===== config.mk =====
export PLATFORM = sky130hd
export DESIGN_NAME = adc_serial_host
export DESIGN_NICKNAME = d
export VERILOG_FILES = /design/src/rtl/adc_host_pkg.sv /design/src/rtl/adc_host_phase_timer.sv /design/src/rtl/adc_host_gap_timer.sv /design/src/rtl/adc_host_tx.sv /design/src/rtl/adc_host_rx.sv /design/src/rtl/adc_serial_host.sv
export SDC_FILE = /design/constraint.sdc
export NUM_CORES = 1
export LEC_CHECK = 0
export ABC_AREA = 1
export CAP_MARGIN = 20
export CELL_PAD_IN_SITES_DETAIL_PLACEMENT = 1
export CELL_PAD_IN_SITES_GLOBAL_PLACEMENT = 1
export CORE_MARGIN = 2
export CORE_UTILIZATION = 38
export DETAILED_ROUTE_END_ITERATION = 10
export PLACE_DENSITY = 0.78
export SYNTH_ARGS = -nofsm -noshare
export SYNTH_HDL_FRONTEND = slang
export SYNTH_SLANG_ARGS = --single-unit

===== constraint.sdc =====
create_clock -name clk -period 1.7 [get_ports clk]
set_clock_uncertainty 0.15 [all_clocks]
set_input_delay 0.51 -clock clk [delete_from_list [all_inputs] [get_ports clk]]
set_output_delay 0.51 -clock clk [all_outputs]
set_load 0.005 [all_outputs]

===== src/rtl/adc_host_pkg.sv =====
package adc_host_pkg;
  typedef enum logic [1:0] {
    ST_IDLE = 2'd0,
    ST_LOW  = 2'd1,
    ST_HIGH = 2'd2
  } link_state_t;

  typedef struct packed {
    logic       single;
    logic       odd;
    logic [1:0] sel;
  } chan_cfg_t;

  // start bit plus four configuration bits
  localparam int unsigned ADDR_BITS = 5;
  // one leading zero before the result
  localparam int unsigned LEAD_BITS = 1;
endpackage


===== src/rtl/adc_host_phase_timer.sv =====
module adc_host_phase_timer #(
  parameter int unsigned HALF_DIV = 64
) (
  input  logic clk,
  input  logic rst_n,
  input  logic run,
  output logic half_end
);
  localparam int unsigned CW = (HALF_DIV > 1) ? $clog2(HALF_DIV) : 1;

  logic [CW-1:0] cnt;

  assign half_end = run && (cnt == CW'(HALF_DIV - 1));

  always_ff @(posedge clk or negedge rst_n) begin
    if (!rst_n)                cnt <= '0;
    else if (!run || half_end) cnt <= '0;
    else                       cnt <= cnt + CW'(1);
  end

  // phase counter never passes the half-period length
  p_phase_bound_r3: assert property (@(posedge clk) disable iff (!rst_n)
    {1'b0, cnt} < (CW+1)'(HALF_DIV));
endmodule


===== src/rtl/adc_host_gap_timer.sv =====
module adc_host_gap_timer #(
  parameter int unsigned IDLE_CYC = 128
) (
  input  logic clk,
  input  logic rst_n,
  input  logic reload,
  output logic done
);
  localparam int unsigned CW = $clog2(IDLE_CYC + 1);

  logic [CW-1:0] cnt;

  assign done = (cnt == '0);

  always_ff @(posedge clk or negedge rst_n) begin
    if (!rst_n)       cnt <= CW'(IDLE_CYC);
    else if (reload)  cnt <= CW'(IDLE_CYC);
    else if (!done)   cnt <= cnt - CW'(1);
  end
endmodule


===== src/rtl/adc_host_tx.sv =====
module adc_host_tx
  import adc_host_pkg::*;
#(
  parameter bit          SHARED_WIRE = 1'b1,
  parameter int unsigned PW          = 5
) (
  input  link_state_t     state,
  input  logic [PW-1:0]   pidx,
  input  chan_cfg_t       cfg,
  output logic            host_do,
  output logic            host_do_en
);
  logic [ADDR_BITS-1:0] word;
  logic [ADDR_BITS-1:0] shifted;
  logic                 in_addr;

  assign word    = {1'b1, cfg.single, cfg.odd, cfg.sel};
  assign shifted = word << pidx;
  assign in_addr = (state != ST_IDLE) && (pidx < PW'(ADDR_BITS));
  assign host_do = in_addr ? shifted[ADDR_BITS-1] : 1'b0;

  generate
    if (SHARED_WIRE) begin : g_shared
      assign host_do_en = in_addr;
    end else begin : g_split
      assign host_do_en = 1'b1;
    end
  endgenerate
endmodule


===== src/rtl/adc_host_rx.sv =====
module adc_host_rx
  import adc_host_pkg::*;
#(
  parameter int unsigned DATA_W = 8,
  parameter int unsigned PW     = 5
) (
  input  logic              clk,
  input  logic              rst_n,
  input  logic              clear,
  input  logic              sample,
  input  logic [PW-1:0]     pidx,
  input  logic              din,
  output logic [DATA_W-1:0] msb_word,
  output logic              copy_ok
);
  localparam int unsigned MSB_FIRST = ADDR_BITS + LEAD_BITS;
  localparam int unsigned MSB_LAST  = MSB_FIRST + DATA_W - 1;
  localparam int unsigned LSB_LAST  = MSB_LAST + DATA_W - 1;

  logic [DATA_W-2:0] copy_word;
  logic              in_msb;
  logic              in_copy;

  assign in_msb  = (pidx >= PW'(MSB_FIRST)) && (pidx <= PW'(MSB_LAST));
  assign in_copy = (pidx >  PW'(MSB_LAST))  && (pidx <= PW'(LSB_LAST));
  assign copy_ok = (copy_word == msb_word[DATA_W-1:1]);

  always_ff @(posedge clk or negedge rst_n) begin
    if (!rst_n) begin
      msb_word  <= '0;
      copy_word <= '0;
    end else if (clear) begin
      msb_word  <= '0;
      copy_word <= '0;
    end else if (sample) begin
      if (in_msb)       msb_word  <= {msb_word[DATA_W-2:0], din};
      else if (in_copy) copy_word <= {din, copy_word[DATA_W-2:1]};
    end
  end
endmodule


===== src/rtl/adc_serial_host.sv =====
module adc_serial_host
  import adc_host_pkg::*;
#(
  parameter int unsigned DATA_W      = 8,
  parameter int unsigned HALF_DIV    = 64,
  parameter int unsigned IDLE_CYC    = 128,
  parameter bit          SHARED_WIRE = 1'b1
) (
  input  logic              clk,
  input  logic              rst_n,
  input  logic              req_valid,
  output logic              req_ready,
  input  logic              req_single,
  input  logic              req_odd,
  input  logic [1:0]        req_sel,
  output logic              res_valid,
  input  logic              res_ready,
  output logic [DATA_W-1:0] res_data,
  output logic              res_mismatch,
  output logic              sclk,
  output logic              cs_n,
  output logic              host_do,
  output logic              host_do_en,
  input  logic              host_di
);
  localparam int unsigned FRAME = ADDR_BITS + LEAD_BITS + 2*DATA_W - 1;
  localparam int unsigned PW    = $clog2(FRAME);
  localparam int unsigned LAST  = FRAME - 1;

  link_state_t       state;
  logic [PW-1:0]     pidx;
  chan_cfg_t         cfg;
  logic              half_end;
  logic              gap_done;
  logic              accept;
  logic              frame_end;
  logic              sample;
  logic [DATA_W-1:0] msb_word;
  logic              copy_ok;

  assign sclk      = (state != ST_LOW);
  assign cs_n      = (state == ST_IDLE);
  assign req_ready = (state == ST_IDLE) && gap_done && !res_valid;
  assign accept    = req_valid && req_ready;
  assign sample    = (state == ST_LOW) && half_end;
  assign frame_end = (state == ST_HIGH) && half_end && (pidx == PW'(LAST));

  adc_host_phase_timer #(.HALF_DIV(HALF_DIV)) u_phase (
    .clk      (clk),
    .rst_n    (rst_n),
    .run      (state != ST_IDLE),
    .half_end (half_end)
  );

  adc_host_gap_timer #(.IDLE_CYC(IDLE_CYC)) u_gap (
    .clk    (clk),
    .rst_n  (rst_n),
    .reload (frame_end),
    .done   (gap_done)
  );

  adc_host_tx #(.SHARED_WIRE(SHARED_WIRE), .PW(PW)) u_tx (
    .state      (state),
    .pidx       (pidx),
    .cfg        (cfg),
    .host_do    (host_do),
    .host_do_en (host_do_en)
  );

  adc_host_rx #(.DATA_W(DATA_W), .PW(PW)) u_rx (
    .clk      (clk),
    .rst_n    (rst_n),
    .clear    (accept),
    .sample   (sample),
    .pidx     (pidx),
    .din      (host_di),
    .msb_word (msb_word),
    .copy_ok  (copy_ok)
  );

  always_ff @(posedge clk or negedge rst_n) begin
    if (!rst_n) begin
      state <= ST_IDLE;
      pidx  <= '0;
      cfg   <= '0;
    end else begin
      case (state)
        ST_IDLE: if (accept) begin
          state <= ST_LOW;
          pidx  <= '0;
          cfg   <= '{single: req_single, odd: req_odd, sel: req_sel};
        end
        ST_LOW: if (half_end) state <= ST_HIGH;
        ST_HIGH: if (half_end) begin
          if (pidx == PW'(LAST)) begin
            state <= ST_IDLE;
          end else begin
            state <= ST_LOW;
            pidx  <= pidx + PW'(1);
          end
        end
        default: state <= ST_IDLE;
      endcase
    end
  end

  always_ff @(posedge clk or negedge rst_n) begin
    if (!rst_n) begin
      res_valid    <= 1'b0;
      res_data     <= '0;
      res_mismatch <= 1'b0;
    end else if (frame_end) begin
      res_valid    <= 1'b1;
      res_data     <= msb_word;
      res_mismatch <= !copy_ok;
    end else if (res_valid && res_ready) begin
      res_valid    <= 1'b0;
    end
  end

  // ready only while the link is idle and nothing is pending
  p_ready_idle_r2: assert property (@(posedge clk) disable iff (!rst_n)
    req_ready |-> (cs_n && sclk && !res_valid));

  // select and serial clock fall together at frame start
  p_cs_start_r3: assert property (@(posedge clk) disable iff (!rst_n)
    $fell(cs_n) |-> $fell(sclk));

  // pending result is held unchanged under back-pressure
  p_res_hold_r8: assert property (@(posedge clk) disable iff (!rst_n)
    (res_valid && !res_ready) |=> (res_valid && $stable(res_data) && $stable(res_mismatch)));

  // no frame runs while a result waits
  p_pending_no_frame_r8: assert property (@(posedge clk) disable iff (!rst_n)
    res_valid |-> cs_n);

  // serial clock parked high whenever select is high
  p_idle_clock_high_r9: assert property (@(posedge clk) disable iff (!rst_n)
    cs_n |-> sclk);

  generate
    if (SHARED_WIRE) begin : g_release_chk
      // line released only at a serial clock fall inside a frame
      p_release_r5: assert property (@(posedge clk) disable iff (!rst_n)
        $fell(host_do_en) |-> ($fell(sclk) && !cs_n));
    end
  endgenerate
endmodule


==> impl_metrics.csv, run 1 <==
group,metric,value,unit
setup_path,crit_chain,"inv_2, buf_6, o21ai_2, o21ai_1, nand2_2, nor2_1, buf_2",
setup_path,cpMaxStageDelayCell,"sky130_fd_sc_hd__dfrtp_1",
timing,post-route-worst-setup-slack,-0.441,ns
final_layout,antenna-diode-count,0,
cts,tritoncts.num_buffers,5,
timing,max_clock_freq,467,MHz
global_routing,grt_first_pass_wirelength,13600,um
cts,cts.reportedPaths.clkPinSlew,0.10,ns
placed_design,preCtsSetupSlack,-0.413,ns
final_layout,post_layout_nonfiller_instances,551,
outcome,failing_checks,"hold timing, setup timing",
floorplan,floorplan.core_area,0.00679,mm^2
cts,clock_latency,0.32,ns
placed_design,place.port_buffers,23,
final_layout,drive_gt1_frac,0.495,
setup_path,cpPeakStageDelay,0.45,ns
floorplan,row_count,30,
pwr,power.static_leakage,2.41,nW
floorplan,die_w,87.8,um
timing,finalSetupViolations,45,
cts,sinks_on_the_clock_net,50,
placed_design,detailedPlacementHpwl,5060,um
timing,max_slew_margin,0.806,
detailed_routing,detail_route.vias_per_cell,4.91,
detailed_routing,via_count,2706,
global_routing,first_global_vias,2909,
final_layout,most-common-layout-cells,"sky130_fd_sc_hd__nand2_1 (93), sky130_fd_sc_hd__buf_4 (54), sky130_fd_sc_hd__dfrtp_1 (48), sky130_fd_sc_hd__nand2_2 (46), sky130_fd_sc_hd__inv_2 (26)",
yosys,postSynthAreaPerCell,7.68,um^2
setup_path,crit_path_max_fanout,4,
yosys,synth_cells,347,
timing,post-route-period-util,1.26,
timing,rsz0062_at_grt,"true",
floorplan,io_pins,24,
yosys,mapped_area,0.00267,mm^2
global_routing,overflow_left_after_global_routing,0,
placed_design,place_congestion,0.846,
yosys,post_synth_main_area_contributors,"sky130_fd_sc_hd__dfrtp_1 (46%), sky130_fd_sc_hd__nand2_1 (21%), sky130_fd_sc_hd__inv_1 (6.2%)",
setup_path,critical_path_arrival,1.48,ns
detailed_routing,drt_pre_antenna_iters,4,
detailed_routing,antenna_violating_nets_post_route,0,
yosys,sequential_share_of_the_synthesized_area,0.470,
job,maxcap_viol_count,0,
yosys,synthDistinctLibCells,28,
cts,cts_tree,"done",
timing,timing.final.crit_period,2.14,ns
setup_path,worstSetupEndpointType,"output port",
floorplan,fp.dieH,87.8,um
global_routing,grt_max_degree,51,
cts,ctsLongestPathBuffers,2,
yosys,yosys_warnings,0,
min_path,holdCritPathClass,"in2async",
final_layout,syn2layout_area_growth,59.8,%
cts,ctsHtreeMaxLevel,2,
placed_design,place_inst,503,
yosys,synth.ff_latch_count,50,
detailed_routing,average_routed_wire_per_standard_cell,18.4,um
final_layout,final_common_cell,"sky130_fd_sc_hd__nand2_1",
pwr,total_power,2.00,mW
detailed_routing,number_of_drc_markers_after_the_initial_detailed_route_iteration,115,
global_routing,antenna_found_initial,0,
detailed_routing,drc,0,
timing,timing_hold_violations_final,2,
pwr,irDropWorstVdd,0.337,mV
setup_path,worst-setup-path-type,"reg2out",
floorplan,die_area,0.00770,mm^2
outcome,outcome,"finished with violations",
setup_path,worst_setup_path_start_kind,"flip-flop",
timing,timing_max_transition_violations_final,0,
floorplan,floorplan.initialDensity,0.392,
yosys,mappedNetlistNets,361,
timing,finalHoldWorstSlack,-0.00366,ns
yosys,share_of_the_synthesized_area_in_the_top_cell_type,0.460,
yosys,netlist.top_cell.by_area,"sky130_fd_sc_hd__dfrtp_1",
timing,max_slew.worst_pin.slew,0.290,ns
cts,cts_root_buf,"sky130_fd_sc_hd__clkbuf_8",
final_layout,layout.nets,468,
global_routing,global_route.usage.total,0.236,
pwr,powerDensity,470,mW/mm^2
setup_path,worstPathRequired,1.04,ns
detailed_routing,final_routed_wirelength,10200,um
==> cell type report <==
type / instances / area, um^2
fill: 805 / 2530
tap: 96 / 120
timing repair buffer: 105 / 1010
multi-input combinational: 243 / 1590
inverter: 49 / 196
clock inverter: 2 / 13.8
sequential: 50 / 1250
clock buffer: 6 / 72.6
==> final timing paths <==
check | start | to | slack, ns | cells after the start
min in group clk | res_data[6]$_DFFE_PN0P_ | res_data[6]$_DFFE_PN0P_ | 0.33 | 2
max reg2reg | state[1]$_DFFE_PN0P_ | u_rx.msb_word[0]$_DFFE_PN0P_ | -0.36 | 11
max | pidx[2]$_DFFE_PN0P_ | host_do | -0.44 | 7
min reg2reg | res_data[6]$_DFFE_PN0P_ | res_data[6]$_DFFE_PN0P_ | 0.33 | 2
max in group asynchronous | rst_n | u_gap.cnt[7]$_DFFE_PN1P_ | 1.09 | 2
min | rst_n | u_phase.cnt[0]$_DFF_PN0_ | -0.004 | 2
==> critical path: cells and delay by family, from the launching register on <==
kind	cells	cell delay, ns
flops	1	0.45
buf+inv	3	0.34
simple gates	2	0.15
compound gates	2	0.21
==> routing by layer <==
| metal | up-vias | GRT usage | share of wire |
|---|---|---|---|
| met4 | 0 | 0.130 | 0.035 |
| met2 | 53 | 0.434 | 0.56 |
| met3 | 27 | 0.0509 | 0.025 |
| li1 | 1263 | - | - |
| met1 | 1363 | 0.249 | 0.38 |
| met5 | - | 0 | 0 |
==> synth_stat cells, drive strengths merged <==
cell type	count
nand4	5
a2bb2oi	1
dfrtp	49
nand3	15
nand2	152
inv	48
nor3b	2
clkinv	1
nor2	30
nor3	5
xor2	5
ha	5
a21oi	5
xnor2	8
o21ai	10
dfstp	1
buf	5
==> cells by family (layout without fill, tap and decap cells) <==
kind of cell | after synthesis | count (layout) | synth area share
AO/OA/AOI/OAI | 16 | 16 | 0.0314
XOR/XNOR | 13 | 13 | 0.0427
adder cells (fa/ha/maj) | 5 | 5 | 0.0235
buffers and inverters | 54 | 162 | 0.0840
flip-flops | 50 | 50 | 0.470
AND/OR/NAND/NOR | 209 | 209 | 0.349
==> power breakdown <==
| group | leakage [nW] | switching [mW] | internal [mW] |
|---|---|---|---|
| sequential | 0.654 | 0.0000000000000000745 | 1.19 |
| clock | 0.0456 | 0.467 | 0.295 |
| combinational | 1.72 | 0.0302 | 0.0218 |
==> state kept, by name, indices dropped and copies added (netlist names) <==
name	count
res_valid	1
u_rx.copy_word	7
pidx	5
u_gap.cnt	8
u_rx.msb_word	8
res_mismatch	1
state	2
res_data	8
cfg	4
u_phase.cnt	6
==> what timing repair did <==
action | in CTS | in global routing
hold buffers | 0 | 0
endpoints found under the setup margin | 37 | 50
setup buffers | 34 | 16
gates resized for setup | 102 | 100
pin swaps | 18 | 42
cloned | 3 | 2
==> through the flow <==
| stage | cell area (um^2) | hold WS, ns | utilization | setup TNS [ns] |
|---|---|---|---|---|
| floorplan | 2680 | 0.0644 | - | 0 |
| global placement | 3340 | 0.311 | 0.492 | -3.50 |
| detailed placement | 3340 | 0.316 | 0.492 | -4.12 |
| CTS | 3870 | 0.0357 | 0.570 | -4.82 |
| global route | 4260 | 0.0227 | 0.627 | -12.23 |
| finish | 4260 | -0.00366 | 0.627 | -8.71 |
(Power assumes the default switching activity.)
==> run 2: changes to the inputs <==
==> constraint.sdc (replaced) <==
create_clock -name clk -period 1.88 [get_ports clk]
set_clock_uncertainty 0.15 [all_clocks]
set_input_delay 0.564 -clock clk [delete_from_list [all_inputs] [get_ports clk]]
set_output_delay 0.564 -clock clk [all_outputs]
set_load 0.005 [all_outputs]
==> run 2 against run 1 <==
Net effect: largest power group unchanged; die area unchanged; wire length decreased by 22%; sequential share of layout area increased by 4.4 points; critical endpoint unchanged; sequential cell count unchanged; global-route usage decreased by 3.4 points; the run ends with setup timing left; highest routed layer unchanged; worst hold slack improved by 0.072 ns; total power decreased by 9.3%; register-to-register slack improved by 0.05 ns; sequential power decreased by 10%; via count decreased by 8.8%; core utilization decreased by 8.1 points; cell count decreased by 3.4%; largest cell class unchanged.
==> impl_metrics.csv, run 2 (synthesized netlist as in run 1, its figures left out) <==
group,metric,value,unit
outcome,outcome,"finished with violations",
outcome,failing_checks,"setup timing",
setup_path,worstPathRequired,1.17,ns
pwr,total_power,1.82,mW
timing,timing.setup.tns,-1.19,ns
setup_path,worstSetupEndpointType,"output port",
timing,post-route-worst-setup-slack,-0.384,ns
detailed_routing,number_of_drc_markers_after_the_initial_detailed_route_iteration,72,
setup_path,critical_path_arrival,1.55,ns
global_routing,antenna_found_initial,0,
setup_path,crit_chain,"nand2_2, nand2_2, inv_2, nand3_2, inv_2, buf_6, nand2_2, nor2_1, buf_2",
placed_design,place_congestion,0.813,
placed_design,detailedPlacementHpwl,4890,um
pwr,irDropWorstVdd,0.388,mV
floorplan,fp.dieH,87.8,um
setup_path,worst-setup-path-type,"reg2out",
floorplan,die_area,0.00770,mm^2
global_routing,grt_max_degree,51,
cts,cts_root_buf,"sky130_fd_sc_hd__clkbuf_8",
cts,tritoncts.num_buffers,5,
floorplan,floorplan.core_area,0.00679,mm^2
timing,timing.final.crit_period,2.26,ns
timing,post-route-period-util,1.20,
detailed_routing,average_routed_wire_per_standard_cell,14.8,um
cts,cts.reportedPaths.clkPinSlew,0.11,ns
detailed_routing,drt_pre_antenna_iters,4,
final_layout,fillerInstances,829,
detailed_routing,drc,0,
timing,finalSetupViolations,5,
global_routing,global_route.usage.total,0.202,
cts,sinks_on_the_clock_net,50,
detailed_routing,detail_route.vias_per_cell,4.64,
final_layout,layout.nets,449,
final_layout,drive_gt1_frac,0.291,
final_layout,most-common-layout-cells,"sky130_fd_sc_hd__nand2_1 (140), sky130_fd_sc_hd__dfrtp_1 (48), sky130_fd_sc_hd__buf_4 (47), sky130_fd_sc_hd__inv_1 (37), sky130_fd_sc_hd__nor2_1 (20)",
floorplan,floorplan.initialDensity,0.392,
min_path,holdCritPathClass,"in2async",
timing,finalHoldWorstSlack,0.0684,ns
cts,ctsHtreeMaxLevel,2,
detailed_routing,final_routed_wirelength,7890,um
cts,ctsLongestPathBuffers,2,
setup_path,cpPeakStageDelay,0.45,ns
setup_path,cpMaxStageDelayCell,"sky130_fd_sc_hd__dfrtp_1",
floorplan,row_count,30,
global_routing,grt_first_pass_wirelength,12000,um
cts,cts_tree,"done",
pwr,power.static_leakage,2.15,nW
final_layout,antenna-diode-count,0,
cts,clock_latency,0.32,ns
detailed_routing,via_count,2467,
setup_path,crit_path_max_fanout,4,
final_layout,reg.largest.list,"res_data (8), u_gap.cnt (8), u_rx.msb_word (8)",
floorplan,die_w,87.8,um
pwr,powerDensity,490,mW/mm^2
setup_path,regToRegStartpoint,"pidx[2]$_DFFE_PN0P_",
timing,max_slew.worst_pin.slew,0.350,ns
timing,rsz0062_at_grt,"true",
final_layout,syn2layout_area_growth,39.1,%
setup_path,worst_setup_path_start_kind,"flip-flop",
timing,max_slew_margin,0.766,
setup_path,cp_common_cell,"sky130_fd_sc_hd__nand2_2",
placed_design,place.port_buffers,23,
global_routing,overflow_left_after_global_routing,0,
detailed_routing,antenna_violating_nets_post_route,0,
final_layout,final_common_cell,"sky130_fd_sc_hd__nand2_1",
setup_path,rr_endpoint,"pidx[3]$_DFFE_PN0P_",
setup_path,r2r_setup_slack,-0.31,ns
floorplan,io_pins,24,
timing,timing_hold_violations_final,0,
global_routing,first_global_vias,2540,
timing,timing_max_transition_violations_final,0,
job,maxcap_viol_count,0,
setup_path,rr_worst_depth,15,
timing,max_clock_freq,442,MHz
## run 2: changes by cell type in the layout (fill, tap and decap cells not counted), moves of 4 or more
| cell | before | now |
|---|---|---|
| sky130_fd_sc_hd__nor2_1 | 15 | 20 |
| sky130_fd_sc_hd__buf_4 | 54 | 47 |
| sky130_fd_sc_hd__nand2_4 | 10 | 2 |
| sky130_fd_sc_hd__buf_6 | 22 | 15 |
| sky130_fd_sc_hd__inv_2 | 26 | 10 |
| sky130_fd_sc_hd__inv_1 | 19 | 37 |
| sky130_fd_sc_hd__nand2_1 | 93 | 140 |
| sky130_fd_sc_hd__o21ai_2 | 5 | 1 |
| sky130_fd_sc_hd__nand2_2 | 46 | 10 |
## run 2: cell type report
type	count	area (um^2)	area share
clock inverters	3	28.8	0.00776
multi-input cells	244	1310	0.353
inverters	49	189	0.0509
clock buffers	5	68.8	0.0186
well taps	96	120	0.0324
repair buffers	85	739	0.199
flip-flops and latches	50	1250	0.338
## run 2: timing repair
item / 4_1_cts / 5_1_grt
cloned: 0 / 1
endpoints found under the setup margin: 15 / 38
buffers inserted: 26 / 8
hold buffers: 0 / 0
gates resized for setup: 58 / 26
pin swaps: 11 / 24
## run 2: worst max path at each step
stage | end | cells after the start | startpoint | slack (ns)
final | host_do | 9 | pidx[2]$_DFFE_PN0P_ | -0.38
after floorplan | req_ready | 6 | u_gap.cnt[0]$_DFFE_PN0P_ | 0.0009
after global placement | req_ready | 7 | u_gap.cnt[0]$_DFFE_PN0P_ | -0.30
after detailed placement | req_ready | 7 | u_gap.cnt[0]$_DFFE_PN0P_ | -0.34
after global routing | host_do | 9 | pidx[2]$_DFFE_PN0P_ | -0.43
after CTS | host_do | 9 | pidx[2]$_DFFE_PN0P_ | -0.28
## run 2: worst max-delay path: cells and delay by family, from the launching register on
kind | cells | cell delay (ns)
flip-flops | 1 | 0.45
AND/OR/NAND/NOR | 5 | 0.42
buffers and inverters | 4 | 0.36
## run 2: power by group
group                 switching (mW)  internal (mW)  leakage, nW
registers      0.0000000000000000653           1.07        0.654
clock network                  0.421          0.277       0.0502
logic                         0.0253         0.0181         1.45
total                          0.446           1.37         2.15
## run 2: per-layer routing
layer / routed length (um) / share of wire / up-vias / GRT usage
met4: 96 / 0.012 / 0 / 0.0420
met3: 153 / 0.019 / 6 / 0.0320
met2: 4120 / 0.52 / 22 / 0.369
met5: 0 / 0 / - / 0
met1: 3510 / 0.45 / 1217 / 0.252
li1: - / - / 1222 / -
## run 2: metrics by stage
step	setup slack (ns)	cells	cell area [um^2]	utilization
after CTS	-0.280	524	3550	0.523
after global placement	-0.305	492	3230	0.476
final	-0.384	532	3710	0.546
after detailed placement	-0.336	492	3230	0.476
after floorplan	0.000917	347	2670	-
after global routing	-0.430	532	3710	0.546
